## config.mk

```make
export PLATFORM = sky130hd
export DESIGN_NAME = mpu_chk_top
export DESIGN_NICKNAME = d
export VERILOG_FILES = /design/src/rtl/mpu_chk_pkg.sv /design/src/rtl/mpu_region_match.sv /design/src/rtl/mpu_prio_sel.sv /design/src/rtl/mpu_perm_check.sv /design/src/rtl/mpu_chk_top.sv
export SDC_FILE = /design/constraint.sdc
export NUM_CORES = 1
export LEC_CHECK = 0
export CAP_MARGIN = 20
export CORE_AREA = 5 5 313 315
export CTS_CLUSTER_DIAMETER = 200
export DETAILED_ROUTE_END_ITERATION = 12
export DIE_AREA = 0 0 318 320
export DONT_BUFFER_PORTS = 1
export PLACE_DENSITY_LB_ADDON = 0.25
export SLEW_MARGIN = 20
export SYNTH_ARGS = -nofsm -noshare
export SYNTH_HDL_FRONTEND = slang
export SYNTH_SLANG_ARGS = --single-unit
```

## constraint.sdc

```tcl
create_clock -name clk_i -period 0.8 [get_ports clk_i]
set_input_delay 0.16 -clock clk_i [delete_from_list [all_inputs] [get_ports clk_i]]
set_output_delay 0.16 -clock clk_i [all_outputs]
set_load 0.05 [all_outputs]
```

## src/rtl/mpu_chk_pkg.sv

```systemverilog
package mpu_chk_pkg;
  localparam int SIZE_W        = 5;
  localparam int AP_W          = 3;
  localparam int ATTR_W        = 6;
  localparam int MIN_SIZE_CODE = 4;

  typedef enum logic [1:0] {
    FLT_NONE = 2'b00,
    FLT_BG   = 2'b01,
    FLT_PERM = 2'b10,
    FLT_XN   = 2'b11
  } fault_e;

  typedef struct packed {
    logic rd;
    logic wr;
  } rights_t;

  // rights granted by an AP code at one privilege level; reserved codes grant nothing
  function automatic rights_t ap_rights(input logic [AP_W-1:0] ap, input logic priv);
    rights_t r;
    r = '0;
    unique case (ap)
      3'b001: r = priv ? 2'b11 : 2'b00;
      3'b010: r = priv ? 2'b11 : 2'b10;
      3'b011: r = 2'b11;
      3'b101: r = priv ? 2'b10 : 2'b00;
      3'b110: r = 2'b10;
      default: r = 2'b00;
    endcase
    return r;
  endfunction
endpackage

```

## src/rtl/mpu_region_match.sv

```systemverilog
module mpu_region_match
  import mpu_chk_pkg::*;
#(
  parameter int ADDR_W = 32
) (
  input  logic [ADDR_W-1:0] addr_i,
  input  logic [ADDR_W-1:0] base_i,
  input  logic [SIZE_W-1:0] size_i,
  input  logic              en_i,
  output logic              hit_o
);
  logic [ADDR_W-1:0] keep;
  logic              size_ok;

  // compare only bits above the size exponent
  always_comb begin
    for (int b = 0; b < ADDR_W; b++) begin
      keep[b] = (b > int'(size_i));
    end
  end

  assign size_ok = (int'(size_i) >= MIN_SIZE_CODE);
  assign hit_o   = en_i && size_ok && (((addr_i ^ base_i) & keep) == '0);
endmodule

```

## src/rtl/mpu_prio_sel.sv

```systemverilog
module mpu_prio_sel #(
  parameter int NUM_REG = 16,
  parameter int IDX_W   = 4
) (
  input  logic [NUM_REG-1:0] hit_i,
  output logic               any_o,
  output logic [IDX_W-1:0]   idx_o
);
  // later (higher) index overrides
  always_comb begin
    any_o = 1'b0;
    idx_o = '0;
    for (int i = 0; i < NUM_REG; i++) begin
      if (hit_i[i]) begin
        any_o = 1'b1;
        idx_o = IDX_W'(i);
      end
    end
  end
endmodule

```

## src/rtl/mpu_perm_check.sv

```systemverilog
module mpu_perm_check
  import mpu_chk_pkg::*;
(
  input  logic            hit_i,
  input  logic [AP_W-1:0] ap_i,
  input  logic            xn_i,
  input  logic            priv_i,
  input  logic            write_i,
  input  logic            fetch_i,
  output logic            allow_o,
  output fault_e          type_o
);
  rights_t rt;
  logic    data_ok;

  assign rt      = ap_rights(ap_i, priv_i);
  assign data_ok = write_i ? rt.wr : rt.rd;

  always_comb begin
    if (!hit_i)                type_o = FLT_BG;
    else if (fetch_i) begin
      if (!rt.rd)              type_o = FLT_PERM;
      else if (xn_i)           type_o = FLT_XN;
      else                     type_o = FLT_NONE;
    end
    else if (!data_ok)         type_o = FLT_PERM;
    else                       type_o = FLT_NONE;
  end

  assign allow_o = hit_i && (fetch_i ? (rt.rd && !xn_i) : data_ok);
endmodule

```

## src/rtl/mpu_chk_top.sv

```systemverilog
module mpu_chk_top
  import mpu_chk_pkg::*;
#(
  parameter int NUM_REG = 16,
  parameter int ADDR_W  = 32,
  localparam int IDX_W  = (NUM_REG > 1) ? $clog2(NUM_REG) : 1
) (
  input  logic                      clk_i,
  input  logic                      rst_ni,
  input  logic                      mpu_en_i,
  input  logic [ADDR_W-1:0]         addr_i,
  input  logic                      priv_i,
  input  logic                      write_i,
  input  logic                      fetch_i,
  input  logic [NUM_REG*ADDR_W-1:0] region_base_i,
  input  logic [NUM_REG*SIZE_W-1:0] region_size_i,
  input  logic [NUM_REG-1:0]        region_en_i,
  input  logic [NUM_REG*AP_W-1:0]   region_ap_i,
  input  logic [NUM_REG-1:0]        region_xn_i,
  input  logic [NUM_REG*ATTR_W-1:0] region_attr_i,
  output logic                      fault_o,
  output logic [1:0]                fault_type_o,
  output logic                      hit_o,
  output logic [IDX_W-1:0]          region_idx_o,
  output logic [ATTR_W-1:0]         attr_o
);
  logic [NUM_REG-1:0] hit_vec;
  logic               any_hit;
  logic [IDX_W-1:0]   sel_idx;
  logic [AP_W-1:0]    sel_ap;
  logic               sel_xn;
  logic [ATTR_W-1:0]  sel_attr;
  logic               allow;
  fault_e             ftype;

  for (genvar g = 0; g < NUM_REG; g++) begin : g_reg
    mpu_region_match #(.ADDR_W(ADDR_W)) u_match (
      .addr_i (addr_i),
      .base_i (region_base_i[g*ADDR_W +: ADDR_W]),
      .size_i (region_size_i[g*SIZE_W +: SIZE_W]),
      .en_i   (region_en_i[g]),
      .hit_o  (hit_vec[g])
    );
  end

  mpu_prio_sel #(.NUM_REG(NUM_REG), .IDX_W(IDX_W)) u_prio (
    .hit_i (hit_vec),
    .any_o (any_hit),
    .idx_o (sel_idx)
  );

  assign sel_ap   = region_ap_i[sel_idx*AP_W +: AP_W];
  assign sel_xn   = region_xn_i[sel_idx];
  assign sel_attr = any_hit ? region_attr_i[sel_idx*ATTR_W +: ATTR_W] : '0;

  mpu_perm_check u_perm (
    .hit_i   (any_hit),
    .ap_i    (sel_ap),
    .xn_i    (sel_xn),
    .priv_i  (priv_i),
    .write_i (write_i),
    .fetch_i (fetch_i),
    .allow_o (allow),
    .type_o  (ftype)
  );

  always_ff @(posedge clk_i or negedge rst_ni) begin
    if (!rst_ni) begin
      fault_o      <= 1'b0;
      fault_type_o <= 2'b00;
      hit_o        <= 1'b0;
      region_idx_o <= '0;
      attr_o       <= '0;
    end else if (!mpu_en_i) begin
      fault_o      <= 1'b0;
      fault_type_o <= 2'b00;
      hit_o        <= 1'b0;
      region_idx_o <= '0;
      attr_o       <= '0;
    end else begin
      fault_o      <= !allow;
      fault_type_o <= ftype;
      hit_o        <= any_hit;
      region_idx_o <= any_hit ? sel_idx : '0;
      attr_o       <= sel_attr;
    end
  end

  // checker state
  logic               past_ok;
  logic               mpu_en_q;
  logic [NUM_REG-1:0] en_q;
  always_ff @(posedge clk_i or negedge rst_ni) begin
    if (!rst_ni) begin
      past_ok  <= 1'b0;
      mpu_en_q <= 1'b0;
      en_q     <= '0;
    end else begin
      past_ok  <= 1'b1;
      mpu_en_q <= mpu_en_i;
      en_q     <= region_en_i;
    end
  end

  p_bg_no_hit_r4: assert property (@(posedge clk_i) disable iff (!rst_ni)
    (fault_type_o == FLT_BG) |-> (!hit_o && attr_o == '0 && region_idx_o == '0));

  p_perm_has_hit_r5: assert property (@(posedge clk_i) disable iff (!rst_ni)
    (fault_type_o == FLT_PERM || fault_type_o == FLT_XN) |-> hit_o);

  p_hit_enabled_r2: assert property (@(posedge clk_i) disable iff (!rst_ni)
    (past_ok && hit_o) |-> en_q[region_idx_o]);

  p_off_quiet_r8: assert property (@(posedge clk_i) disable iff (!rst_ni)
    (past_ok && !mpu_en_q) |-> (!fault_o && fault_type_o == FLT_NONE && !hit_o));

  p_flag_type_r10: assert property (@(posedge clk_i) disable iff (!rst_ni)
    fault_o == (fault_type_o != FLT_NONE));
endmodule

```

==> impl_metrics.tcl, run 1 <==
set metrics [dict create \
    routedWlPerCell_um 33.1 \
    clock_path_buffers 2 \
    core_sq_um 94600 \
    critPathKind "primary input to flip-flop" \
    routed_wl_mm 103 \
    dp_slack_ns -3.39 \
    synth_top_flop_cell "dfrtp_1" \
    final_nets 2632 \
    drive_above_1_share_pct 18.8 \
    netlist.area_leader.share_pct 20.0 \
    power_density_nw_per_um2 524 \
    setup_violations 28 \
    clk_pin_slew_ns 0.05 \
    cts_tree "built" \
    cpPeakStageDelay_ns 0.55 \
    die_w_um 318 \
    grt_pass1_vias 15190 \
    cts_root_buf "clkbuf_16" \
    synth_area_leaders "xor2_1 20%, xnor2_1 13%, a21oi_1 5.5%, o21ai_0 4.5%, mux2i_1 4.0%" \
    synth_seq_area_share_pct 2.86 \
    via_per_inst 4.81 \
    ant_nets 0 \
    critPathArrivalTime_ns 3.90 \
    grt_max_degree 43 \
    clock-sinks 14 \
    start_kind "primary input" \
    area_delta_synth_final_pct 28.5 \
    drc 0 \
    dpl_cell_area_sq_um 15000 \
    crit_path_end_kind "flip-flop" \
    drv_cap 0 \
    rsz0062_at_grt "true" \
    grt-ovfl-total 0 \
    cp_top_family "compound AO/OA/AOI/OAI gates" \
    synth.avg_cell_area_sq_um 6.97 \
    netlist_instances 1755 \
    io_pins 820 \
    max_freq_mhz 265 \
    grt_usage_pct 18.8 \
    vias 14912 \
    ys_types 82 \
    cp_cell_sequence "xnor2_1 > a2bb2oi_1 > a21oi_1 > o31ai_1 > or4b_4 > a211oi_4 > nor3_2 > o21ai_1 > a32o_2 > mux2_4 > a2111o_1 > a21o_1 > a211o_1 > a211oi_2 > a211oi_1" \
    ys_ff_latch 14 \
    maxSlewViolCount 0 \
    yosysTopAreaCell "xor2_1" \
    hp-class "primary input to flip-flop" \
    cts_made_buffers 3 \
    drt_iter0_markers 1102 \
    path_buf_inv 0 \
    worst_slew_pin_slew_ns 0.822 \
    whs_ns 0.0292 \
    slew_headroom_pct 45.2 \
    timing.final.ws_setup_ns -2.97 \
    critPathSlowestCell "or4b_4" \
    ir_worst_vdd_uv 565 \
    grt_antenna_before_repair 18 \
    hpwl_mm 81.9 \
    hold_violations 0 \
    period_needed_ns 3.77 \
    die_area_sq_um 102000 \
    period_share_pct 471 \
    status "finished, violations left" \
    cp.required_ns 0.93 \
    synth_fp_nets 2561 \
    violations "negative setup slack" \
    chipHeight_um 320 \
    first_pass_iters 5 \
    htree_levels 1 \
    rows 113 \
    final_cell_area_sq_um 15700 \
    ys_warn_count 0 \
    p_leak_nw 5.47 \
    worst-path-max-fanout 11 \
    async_flop_share_pct 100 \
    portBuffers 0 \
    grt_pass1_wl_mm 135 \
    finalSetupTns_ns -36.99 \
    place.gp.congestion 0.936 \
    initial_core_util_pct 12.9 \
    synth_edf_count 0 \
    synth_area_sq_um 12200 \
]
## area by class of cell
| type | instances | area [sq um] |
|---|---|---|
| multi-input cells | 1533 | 11300 |
| inverters | 36 | 135 |
| clock buffers | 4 | 88.8 |
| flip-flops and latches | 14 | 355 |
| fillers | 10916 | 78900 |
| well taps | 1265 | 1580 |
| repair buffers | 238 | 2190 |
| diodes | 9 | 22.5 |
## power by group
part / leakage, nW / total, mW / internal (mW) / switching [mW]
logic: 5.24 / 6.39 / 3.41 / 2.98
clock network: 0.0442 / 1.11 / 0.762 / 0.352
registers: 0.184 / 0.724 / 0.716 / 0.00779
## metrics by stage
| step | total power, mW | util [%] | cells |
|---|---|---|---|
| floorplan | 5.90 | - | 1755 |
| CTS | 8.21 | 16.4 | 3084 |
| detailed placement | 6.93 | 15.8 | 3065 |
| global placement | 6.96 | 15.8 | 3065 |
| global route | 8.87 | 16.6 | 3095 |
| finish | 8.23 | 16.6 | 3099 |
## per-layer routing
layer	vias up	GRT usage (%)	share of wire (%)
li1	6595	-	-
met1	7317	23.5	42
met2	816	30.2	45
met3	164	6.80	9.3
met4	20	5.77	3.9
met5	-	0	0.14
## flip-flops by register name, summed over array words and instances (netlist names)
name / flops
attr_o: 6
fault_o: 1
region_idx_o: 4
fault_type_o: 2
hit_o: 1
## path summary, 6_finish.rpt
check | slack (ns) | depth (start not counted) | startpoint | end
setup / recovery | -2.97 | 15 | addr_i[2] | fault_o$_DFF_PN0_
hold / removal | 0.03 | 1 | mpu_en_i | fault_type_o[0]$_DFF_PN0_
max in group asynchronous | 0.17 | 1 | rst_ni | attr_o[0]$_DFF_PN0_
min in group asynchronous | 0.07 | 1 | rst_ni | attr_o[4]$_DFF_PN0_
## cells in the mapped netlist (27+ instances only)
library cell / count
a21oi_1: 134
nand2_1: 101
a31oi_1: 28
mux2i_1: 49
clkbuf_1: 81
nand3_1: 41
buf_2: 78
inv_1: 36
xor2_1: 279
nand4_1: 38
o21ai_0: 110
nor2_1: 92
nor3_1: 44
a211oi_1: 27
xnor2_1: 184
## cell usage in the layout (no fill, tap or decap), types with 24 or more instances in the layout
cell type,count
nand2_1,99
o22ai_1,24
nor2_1,87
nand3_1,39
o211ai_1,25
a31oi_1,28
a21oi_1,133
xor2_1,276
buf_4,196
buf_12,24
inv_1,35
nor3_1,40
o21ai_0,108
xnor2_1,180
mux2i_1,45
nand4_1,38
## kinds of logic (layout without fill, tap and decap cells)
kind of cell             after synthesis  count (layout)  share of synthesized area (%)
adder cells (fa/ha/maj)                6               6                          0.491
buffers and inverters                208             278                           7.43
multiplexers                          78              78                           7.78
flip-flops                            14              14                           2.86
other                                  0               9                              0
XOR/XNOR                             463             463                           33.1
AO/OA/AOI/OAI                        563             563                           31.0
AND/OR/NAND/NOR                      423             423                           17.3
## timing repair
action / in CTS / in global routing
buffers inserted: 16 / 7
resized for setup: 69 / 36
setup endpoints to repair: 28 / 42
gates cloned: 2 / 0
pin swaps: 26 / 26
hold buffers: 1 / 0
hold endpoints to repair: 14 / 0
No activity file was read; power rests on OpenSTA's default activity.
==> run 2: changes to the inputs <==
- clock period: 0.8 -> 3.6 ns (I/O delays scaled with it)
==> impl_metrics.tcl, run 2 (same netlist as run 1, synthesis figures left out) <==
set metrics [dict create \
    mostFrequentLayoutCells "277 x xor2_1, 180 x xnor2_1, 166 x buf_4" \
    vias 14680 \
    grt_pass1_vias 14618 \
    worst-path-max-fanout 16 \
    largest_reg_flops 6 \
    crit_path_end_kind "flip-flop" \
    path_common_cell "buf_6" \
    reg.largest.list "attr_o (6), region_idx_o (4), fault_type_o (2)" \
    chipHeight_um 320 \
    cp_cell_sequence "xor2_1 > a222oi_1 > a41o_1 > nand3b_1 > a2111oi_4 > buf_6 > a211oi_4 > nor3_4 > o21ai_1 > a32o_2 > buf_6 > and3b_1 > a2111o_1 > a21o_1 > a211o_1 > a211oi_2 > a211oi_1" \
    clock_path_buffers 2 \
    slew_headroom_pct 56.0 \
    final_cell_area_sq_um 15000 \
    place.gp.congestion 0.934 \
    hold_violations 0 \
    grt-ovfl-total 0 \
    die_area_sq_um 102000 \
    ir_worst_vdd_uv 116 \
    start_kind "primary input" \
    first_pass_iters 5 \
    io_pins 820 \
    grt_pass1_wl_mm 134 \
    area_delta_synth_final_pct 22.6 \
    crit_start "addr_i[9]" \
    critPathSlowestCell "a222oi_1" \
    grt_antenna_before_repair 17 \
    worst_slew_pin_slew_ns 0.660 \
    via_per_inst 4.82 \
    hpwl_mm 82.3 \
    critPathKind "primary input to flip-flop" \
    largest-register "attr_o" \
    cts_made_buffers 3 \
    cts_tree "built" \
    timing.final.ws_setup_ns -0.715 \
    htree_levels 1 \
    ant_nets 0 \
    core_sq_um 94600 \
    cp.required_ns 3.72 \
    drive_above_1_share_pct 15.2 \
    routed_wl_mm 102 \
    cts_root_buf "clkbuf_16" \
    final_nets 2575 \
    die_w_um 318 \
    max_freq_mhz 232 \
    whs_ns 0.165 \
    setup_violations 9 \
    portBuffers 0 \
    status "finished, violations left" \
    rows 113 \
    clock-sinks 14 \
    period_share_pct 120 \
    cpPeakStageDelay_ns 0.46 \
    clk_pin_slew_ns 0.05 \
    p_leak_nw 5.14 \
    initial_core_util_pct 12.9 \
    grt_usage_pct 18.7 \
    drv_cap 0 \
    critPathArrivalTime_ns 4.44 \
    routedWlPerCell_um 33.6 \
    hold_buffers 0 \
    rsz0062_at_grt "true" \
    drt_iter0_markers 1378 \
    violations "negative setup slack" \
    grt_max_degree 33 \
    layout_commonest_cell "xor2_1" \
    dpl_cell_area_sq_um 14500 \
    period_needed_ns 4.31 \
    hp-class "primary input to asynchronous set/reset pin" \
    drc 0 \
    maxSlewViolCount 0 \
    power_density_nw_per_um2 118 \
]
-- run 2: cell types whose count changed in the layout (fill, tap and decap cells not counted), moves of 4 or more --
cell | before | now
buf_4 | 196 | 166
buf_12 | 24 | 8
dfrtp_2 | 4 | 0
buf_6 | 12 | 3
dfrtp_1 | 10 | 14
-- run 2: worst paths after layout --
path	to	slack (ns)
min in group clk_i	fault_type_o[0]$_DFF_PN0_	0.59
setup / recovery	fault_o$_DFF_PN0_	-0.71
hold / removal	region_idx_o[3]$_DFF_PN0_	0.16
max in group asynchronous	attr_o[5]$_DFF_PN0_	3.36
-- run 2: timing repair --
action | CTS | global route
endpoints found under the setup margin | 9 | 13
resized for setup | 47 | 14
cloned | 2 | 0
setup buffers | 4 | 0
pin swaps | 17 | 7
hold endpoints to repair | 0 | 0
-- run 2: where the power goes --
group / switching, mW / internal [mW] / leakage [nW]
registers: 0.00736 / 0.159 / 0.191
logic: 0.649 / 0.717 / 4.90
clock network: 0.0692 / 0.169 / 0.0442
total: 0.725 / 1.05 / 5.14
-- run 2: final cells by class --
cell class / instances / area [sq um]
repair buffers: 181 / 1540
flip-flops and latches: 14 / 350
diodes: 11 / 27.5
fillers: 10904 / 79600
well taps: 1265 / 1580
multi-input cells: 1533 / 11300
inverters: 36 / 135
clock buffers: 4 / 88.8
-- run 2: stage by stage --
stage	utilization (%)	setup slack (ns)	power (mW)	std cells	TNS (ns)
3_3_place_gp	15.3	-1.11	1.51	3024	-9.21
6_report	15.9	-0.715	1.77	3044	-4.18
3_5_place_dp	15.3	-1.15	1.50	3024	-9.19
5_1_grt	15.8	-0.885	1.90	3038	-5.79
2_1_floorplan	-	-0.494	1.31	1755	-2.32
4_1_cts	15.8	-0.645	1.77	3033	-4.15
-- run 2: routing by layer --
layer / wire length (um) / up-vias / track usage, %
met5: 75 / - / 0
met4: 3720 / 10 / 5.35
li1: - / 6489 / -
met2: 45700 / 826 / 29.7
met1: 43900 / 7220 / 24.2
met3: 9120 / 135 / 6.09
-- run 2: critical path, delay by kind of cell --
kind                   cells  cell delay, ns
AO/OA/AOI/OAI             11            2.76
buffers and inverters      2            0.34
AND/OR/NAND/NOR            3            0.40
XOR/XNOR                   1            0.18
